<file path="src/rtl/rtc_calendar.sv">
module rtc_calendar #(
  parameter logic [29:0] CAL_RESET = 30'h01C1_0020
) (
  input  logic        clk,
  input  logic        rst_n,
  input  logic        tick,
  input  logic        hour12,
  input  logic [1:0]  tev_sel,
  input  logic [1:0]  cev_sel,
  input  logic        upd_time_req,
  input  logic        upd_cal_req,
  input  logic        time_wr,
  input  logic [22:0] time_in,
  input  logic        cal_wr,
  input  logic [29:0] cal_in,
  input  logic        talm_wr,
  input  logic [23:0] talm_in,
  input  logic        calm_wr,
  input  logic [12:0] calm_in,
  output logic [22:0] time_now,
  output logic [29:0] cal_now,
  output logic        sec_evt,
  output logic        time_evt,
  output logic        cal_evt,
  output logic        alarm_evt,
  output logic        upd_ack,
  output logic        bad_time,
  output logic        bad_cal,
  output logic        bad_talm,
  output logic        bad_calm
);

  function automatic logic [7:0] inc8(input logic [7:0] v);
    return (v[3:0] == 4'd9) ? {v[7:4] + 4'd1, 4'd0} : v + 8'd1;
  endfunction

  function automatic logic okr(input logic [7:0] v, input logic [7:0] lo, input logic [7:0] hi);
    return (v[3:0] <= 4'd9) && (v >= lo) && (v <= hi);
  endfunction

  function automatic logic leap(input logic [7:0] y);
    return y[4] ? (y[3:0] == 4'd2 || y[3:0] == 4'd6) : (y[1:0] == 2'd0);
  endfunction

  function automatic logic [7:0] mlen(input logic [7:0] mo, input logic lp);
    case (mo)
      8'h02:                      return lp ? 8'h29 : 8'h28;
      8'h04, 8'h06, 8'h09, 8'h11: return 8'h30;
      default:                    return 8'h31;
    endcase
  endfunction

  logic [6:0] sec, min, cent;
  logic [5:0] hr, date;
  logic       pm;
  logic [7:0] yr;
  logic [4:0] mon;
  logic [2:0] dow;
  logic [23:0] talm;
  logic [12:0] calm;

  assign time_now = {pm, hr, 1'b0, min, 1'b0, sec};
  assign cal_now  = {date, dow, mon, yr, 1'b0, cent};

  logic [7:0] ns, nm, nh, ndt, nmo, ny;
  logic [6:0] nc;
  logic [2:0] ndow;
  logic       npm, sw, mw, dw;

  always_comb begin
    sw  = ({1'b0, sec} == 8'h59);
    mw  = sw && ({1'b0, min} == 8'h59);
    ns  = sw ? 8'h00 : inc8({1'b0, sec});
    nm  = mw ? 8'h00 : (sw ? inc8({1'b0, min}) : {1'b0, min});
    nh  = {2'b0, hr};
    npm = pm;
    dw  = 1'b0;
    if (mw) begin
      if (!hour12) begin
        if (nh == 8'h23) begin nh = 8'h00; dw = 1'b1; end
        else nh = inc8(nh);
      end else begin
        if (nh == 8'h12) nh = 8'h01;
        else if (nh == 8'h11) begin nh = 8'h12; npm = ~pm; dw = pm; end
        else nh = inc8(nh);
      end
    end
    ndow = dow;
    ndt  = {2'b0, date};
    nmo  = {3'b0, mon};
    ny   = yr;
    nc   = cent;
    if (dw) begin
      ndow = (dow == 3'd7) ? 3'd1 : dow + 3'd1;
      if (ndt == mlen(nmo, leap(yr))) begin
        ndt = 8'h01;
        if (nmo == 8'h12) begin
          nmo = 8'h01;
          if (yr == 8'h99) begin
            ny = 8'h00;
            nc = (cent[3:0] == 4'd9) ? {cent[6:4] + 3'd1, 4'd0} : cent + 7'd1;
          end else ny = inc8(yr);
        end else nmo = inc8(nmo);
      end else ndt = inc8(ndt);
    end
  end

  logic tev, cev, hit, any_en;
  always_comb begin
    case (tev_sel)
      2'd0:    tev = sw;
      2'd1:    tev = mw;
      2'd2:    tev = dw;
      default: tev = mw && nh == 8'h12 && (!hour12 || npm);
    endcase
    case (cev_sel)
      2'd0:    cev = dw && ndow == 3'd1;
      2'd1:    cev = dw && ndt == 8'h01;
      2'd2:    cev = dw && ndt == 8'h01 && nmo == 8'h01;
      default: cev = 1'b0;
    endcase
  end

  assign any_en = talm[7] | talm[15] | talm[23] | calm[5] | calm[12];
  assign hit = any_en
    && (!talm[7]  || ns == {1'b0, talm[6:0]})
    && (!talm[15] || nm == {1'b0, talm[14:8]})
    && (!talm[23] || (nh == {2'b0, talm[21:16]} && (!hour12 || npm == talm[22])))
    && (!calm[5]  || nmo == {3'b0, calm[4:0]})
    && (!calm[12] || ndt == {2'b0, calm[11:6]});

  logic t_ok, c_ok, ta_ok, ca_ok, hr_ok;
  assign hr_ok = hour12 ? okr({2'b0, time_in[21:16]}, 8'h01, 8'h12)
                        : (okr({2'b0, time_in[21:16]}, 8'h00, 8'h23) && !time_in[22]);
  assign t_ok = okr({1'b0, time_in[6:0]}, 8'h00, 8'h59) && okr({1'b0, time_in[14:8]}, 8'h00, 8'h59)
             && !time_in[7] && !time_in[15] && hr_ok;
  assign c_ok = okr({1'b0, cal_in[6:0]}, 8'h00, 8'h79) && !cal_in[7]
             && (cal_in[15:12] <= 4'd9) && okr(cal_in[15:8], 8'h00, 8'h99)
             && okr({3'b0, cal_in[20:16]}, 8'h01, 8'h12)
             && cal_in[23:21] != 3'd0
             && okr({2'b0, cal_in[29:24]}, 8'h01, mlen({3'b0, cal_in[20:16]}, leap(cal_in[15:8])));
  assign ta_ok = (!talm_in[7]  || okr({1'b0, talm_in[6:0]}, 8'h00, 8'h59))
              && (!talm_in[15] || okr({1'b0, talm_in[14:8]}, 8'h00, 8'h59))
              && (!talm_in[23] || (hour12 ? okr({2'b0, talm_in[21:16]}, 8'h01, 8'h12)
                                          : (okr({2'b0, talm_in[21:16]}, 8'h00, 8'h23) && !talm_in[22])));
  assign ca_ok = (!calm_in[5]  || okr({3'b0, calm_in[4:0]}, 8'h01, 8'h12))
              && (!calm_in[12] || okr({2'b0, calm_in[11:6]}, 8'h01, 8'h31));

  logic step, twr, cwr;
  assign step = tick && !upd_ack;
  assign twr  = time_wr && upd_ack && upd_time_req;
  assign cwr  = cal_wr && upd_ack && upd_cal_req;

  always_ff @(posedge clk or negedge rst_n) begin
    if (!rst_n) begin
      {sec, min, hr, pm} <= '0;
      {date, dow, mon, yr} <= {CAL_RESET[29:8]};
      cent <= CAL_RESET[6:0];
      talm <= '0;
      calm <= '0;
      {sec_evt, time_evt, cal_evt, alarm_evt, upd_ack} <= '0;
      {bad_time, bad_cal, bad_talm, bad_calm} <= '0;
    end else begin
      upd_ack   <= upd_time_req | upd_cal_req;
      sec_evt   <= step;
      time_evt  <= step && tev;
      cal_evt   <= step && cev;
      alarm_evt <= step && hit;
      if (step) begin
        sec <= ns[6:0]; min <= nm[6:0]; hr <= nh[5:0]; pm <= npm;
        date <= ndt[5:0]; dow <= ndow; mon <= nmo[4:0]; yr <= ny; cent <= nc;
      end
      if (twr) begin
        bad_time <= !t_ok;
        if (t_ok) begin
          sec <= time_in[6:0]; min <= time_in[14:8]; hr <= time_in[21:16]; pm <= time_in[22];
        end
      end
      if (cwr) begin
        bad_cal <= !c_ok;
        if (c_ok) begin
          cent <= cal_in[6:0]; yr <= cal_in[15:8]; mon <= cal_in[20:16];
          dow <= cal_in[23:21]; date <= cal_in[29:24];
        end
      end
      if (talm_wr) begin
        bad_talm <= !ta_ok;
        if (ta_ok) talm <= talm_in;
      end
      if (calm_wr) begin
        bad_calm <= !ca_ok;
        if (ca_ok) calm <= calm_in;
      end
    end
  end

endmodule


</file>
<file path="config.mk">
export PLATFORM = sky130hd
export DESIGN_NAME = rtc_calendar
export DESIGN_NICKNAME = d
export VERILOG_FILES = /design/src/rtl/rtc_calendar.sv
export SDC_FILE = /design/constraint.sdc
export NUM_CORES = 1
export LEC_CHECK = 0
export ABC_AREA = 1
export BUFFER_PORTS_ARGS = -buffer_cell sky130_fd_sc_hd__buf_2
export CAP_MARGIN = 40
export CELL_PAD_IN_SITES_DETAIL_PLACEMENT = 2
export CELL_PAD_IN_SITES_GLOBAL_PLACEMENT = 2
export CORE_MARGIN = 3
export CORE_UTILIZATION = 26
export DETAILED_ROUTE_END_ITERATION = 12
export PLACE_DENSITY_LB_ADDON = 0.3
export SYNTH_ARGS = -nofsm -noshare
export SYNTH_HDL_FRONTEND = slang
export SYNTH_SLANG_ARGS = --single-unit
</file>
<file path="constraint.sdc">
create_clock -name clk -period 2.06 [get_ports clk]
set_input_delay 0 -clock clk [delete_from_list [all_inputs] [get_ports clk]]
set_output_delay 0 -clock clk [all_outputs]
set_load 0.03 [all_outputs]
</file>
==> results.py <==
metrics = {
    "outcome": {
        "status": "finished, violations left",
        "violations": "negative setup slack",
    },
    "drt": {
        "antenna_left": 0,
        "drt_iter0_markers": 787,
        "drt_pass1_iterations": 5,
        "post_drt_wl_per_cell_um": 26.5,
        "via_per_inst": 5.44,
        "vias": 10246,
        "drc": 0,
        "finalWirelength_um": 50000,
    },
    "critical_path": {
        "crit_path_start": "mon[0]$_DFF_PN1_",
        "setup.worst_path.class": "reg -> reg",
        "cpMaxStageDelayCell": "dfstp_2",
        "startpoint_type": "register",
        "critPathMaxFanout": 4,
        "path_cells": "buf_4 > nand2_1 > buf_4 > nor2_1 > inv_1 > nand2_1 > o21ai_0 > nor2_1 > nand3_2 > nand2_4 > nand2_1 > nand3_1 > nor2_2 > a21oi_2 > nor2_2",
        "cpMostUsedCell": "nand2_1",
        "endpoint": "alarm_evt$_DFF_PN0_",
        "cp_top_family": "simple AND/OR/NAND/NOR gates",
        "rr_endpoint": "alarm_evt$_DFF_PN0_",
        "cp.buffers_inverters": 3,
        "r2r_start": "mon[0]$_DFF_PN1_",
        "critical_path.max_stage_delay_ns": 0.60,
        "end_kind": "register",
        "cp.arrival_ns": 3.02,
        "cp.required_ns": 2.32,
        "r2r_slack_ns": -0.70,
        "path_depth": 15,
        "r2r_cells": 15,
    },
    "die": {
        "die_area_mm2": 0.0295,
        "die_h_um": 172,
        "io-pin-count": 166,
        "core_mm2": 0.0270,
        "rows": 60,
        "start_util_pct": 26.5,
        "die_width_um": 172,
    },
    "worst_hold_path": {
        "hold_start": "cal_in[28]",
        "worstHoldPathType": "in -> reg",
    },
    "logic_synthesis": {
        "mappedNetlistArea_mm2": 0.00713,
        "yosysMostFrequentCell": "nand2_1",
        "synth_edf_count": 0,
        "yosysWarnings": 0,
        "synthCells": 1083,
        "synth_top_area_share_pct": 31.9,
        "avgSynthCellArea_um2": 6.59,
        "async_flop_share_pct": 100,
        "ys.flop_type": "dfrtp_1",
        "synth_area_leaders": "dfrtp_1 (32%), nand2_1 (16%), o21ai_0 (8.3%)",
        "netlist-cell-type-count": 50,
        "yosysSeqAreaShare_pct": 33.8,
        "ys_top_cells_by_count": "nand2_1 (307), inv_1 (145), o21ai_0 (118)",
        "synth_seq_cells": 96,
        "netlist.top_cell.by_area": "dfrtp_1",
    },
    "clock_tree": {
        "cts_buffer_depth": 2,
        "clk_pin_slew_ns": 0.09,
        "cts-root-buf": "clkbuf_16",
        "htree_levels": 3,
        "cts_tree": "built",
        "cts_buffers": 9,
        "clk_latency_ns": 0.38,
        "cts.sinks": 96,
    },
    "timing": {
        "period_share_pct": 134,
        "finalCriticalPeriod_ns": 2.76,
        "clock_skew_ns": 0.0191,
        "setup_ws_ns": -0.702,
        "slew_violations": 0,
        "hold_viol_final": 0,
        "maxSlewHeadroom_pct": 52.8,
        "fin_hold_ws_ns": 0.0540,
        "tightest_slew_ns": 0.708,
        "setup_viol": 37,
        "max_freq_mhz": 362,
        "rsz0062_at_grt": "true",
    },
    "global_route": {
        "grt_pass1_wl_um": 65000,
        "grtUsageTotal_pct": 28.4,
        "grt_max_degree": 44,
        "overflow": 0,
        "antenna_found_initial": 0,
        "grt_pass1_vias": 11334,
    },
    "power_and_ir_drop": {
        "p_int_mw": 5.47,
        "p_leak_nw": 6.08,
        "switchingPower_mw": 5.42,
        "vdd_ir_drop_max_mv": 0.547,
        "powerDensity_mw_per_mm2": 907,
        "power_frac_comb_pct": 57.6,
        "clock_power_share_pct": 16.7,
        "swShare_pct": 49.8,
        "pwr-share-seq_pct": 25.7,
    },
    "finish": {
        "final_net_count": 1660,
        "fill_cells": 3046,
        "drive_gt1_share_pct": 39.0,
        "area_growth_pct": 68.3,
        "diodes": 0,
        "final_util_pct": 44.6,
    },
    "job": {
        "maxCapViolations": 0,
    },
    "place": {
        "gp_congestion": 0.860,
        "io_buffers": 162,
        "dp_hpwl_um": 26900,
    },
}
## logic make-up after synthesis
kind of cell,count (synthesis),share of synthesized area [%]
buffers and inverters,183,10.2
AOI/OAI and AO/OA,205,16.2
xor gates and xnor gates,12,1.47
adders and majority gates,19,3.33
other,1,0.0526
DFF,96,33.8
and+or+nand+nor,567,35.0
## area by class of cell
| type | instances | area (um2) | share of cell area, % |
|---|---|---|---|
| flip-flops and latches | 96 | 2430 | 20.2 |
| multi-input cells | 807 | 4810 | 40.1 |
| repair inverters | 3 | 22.5 | 0.188 |
| clock inverters | 6 | 48.8 | 0.406 |
| clock buffers | 10 | 229 | 1.91 |
| inverters | 154 | 607 | 5.05 |
| well taps | 341 | 427 | 3.55 |
| repair buffers | 466 | 3430 | 28.6 |
## power groups by stage
stage | registers [mW] | logic [mW] | clock network [mW]
final | 2.80 | 6.27 | 1.81
after global routing | 2.85 | 6.65 | 1.89
after detailed placement | 2.71 | 4.94 | 0
after CTS | 2.71 | 5.42 | 1.77
after floorplan | 3.28 | 2.02 | 0
after global placement | 2.68 | 4.70 | 0
## metrics by stage
stage	total power, mW	area, um2	setup slack [ns]	setup TNS (ns)	instances
6_report	10.9	12000	-0.702	-15.86	1883
5_1_grt	11.4	12000	-0.809	-19.17	1883
3_3_place_gp	7.38	9720	-0.383	-6.38	1745
4_1_cts	9.89	11500	-0.346	-6.03	1862
2_1_floorplan	5.30	7210	-0.104	-0.578	1085
3_5_place_dp	7.65	9720	-0.492	-9.57	1745
## worst min-delay path, stage by stage
cell and delay [ns]:
buf_2 0.12, inv_1 0.11, o22ai_1 0.15
## routing by layer
metal | vias to the layer above | share of wire [%] | track usage (%) | wire (um)
li1 | 4438 | - | - | -
met5 | - | 0 | 0 | 0
met2 | 431 | 52 | 52.1 | 26100
met4 | 0 | 6.0 | 13.7 | 3010
met3 | 179 | 4.0 | 3.95 | 2020
met1 | 5198 | 38 | 32.4 | 18900
## registers in the layout, indices dropped and copies added, names as in the netlist, 3 cells and up
signal,cells
calm,13
cent,7
date,6
dow,3
hr,6
min,7
mon,5
sec,7
talm,24
yr,8
## layout by cell type (no fill, tap or decap), types with 27 or more instances in the layout
master	netlist	layout
dlygate4sd3_1	0	87
inv_1	145	128
a21oi_1	37	27
buf_2	1	161
dfrtp_1	91	76
nand3_1	91	70
o21ai_0	118	90
buf_4	6	193
nor2_1	97	66
nand2_1	307	273
## worst min-delay path by stage
stage	slack, ns	endpoint	cells after the start
6_report	0.05	date[4]$_DFF_PN0_	3
5_1_grt	0.05	date[4]$_DFF_PN0_	3
4_1_cts	0.002	min[5]$_DFF_PN0_	3
3_5_place_dp	0.05	bad_talm$_DFFE_PN0P_	1
3_3_place_gp	0.05	bad_talm$_DFFE_PN0P_	1
2_1_floorplan	-0.30	alarm_evt$_DFF_PN0_	0
## what timing repair did
item / in CTS / in global routing
setup endpoints to repair: 34 / 65
resized for setup: 134 / 110
buffers inserted: 15 / 19
cloned: 1 / 3
endpoints found under the hold margin: 119 / 2
pin swaps: 40 / 45
hold buffers: 85 / 2
Power figures use the tool's default switching activity.
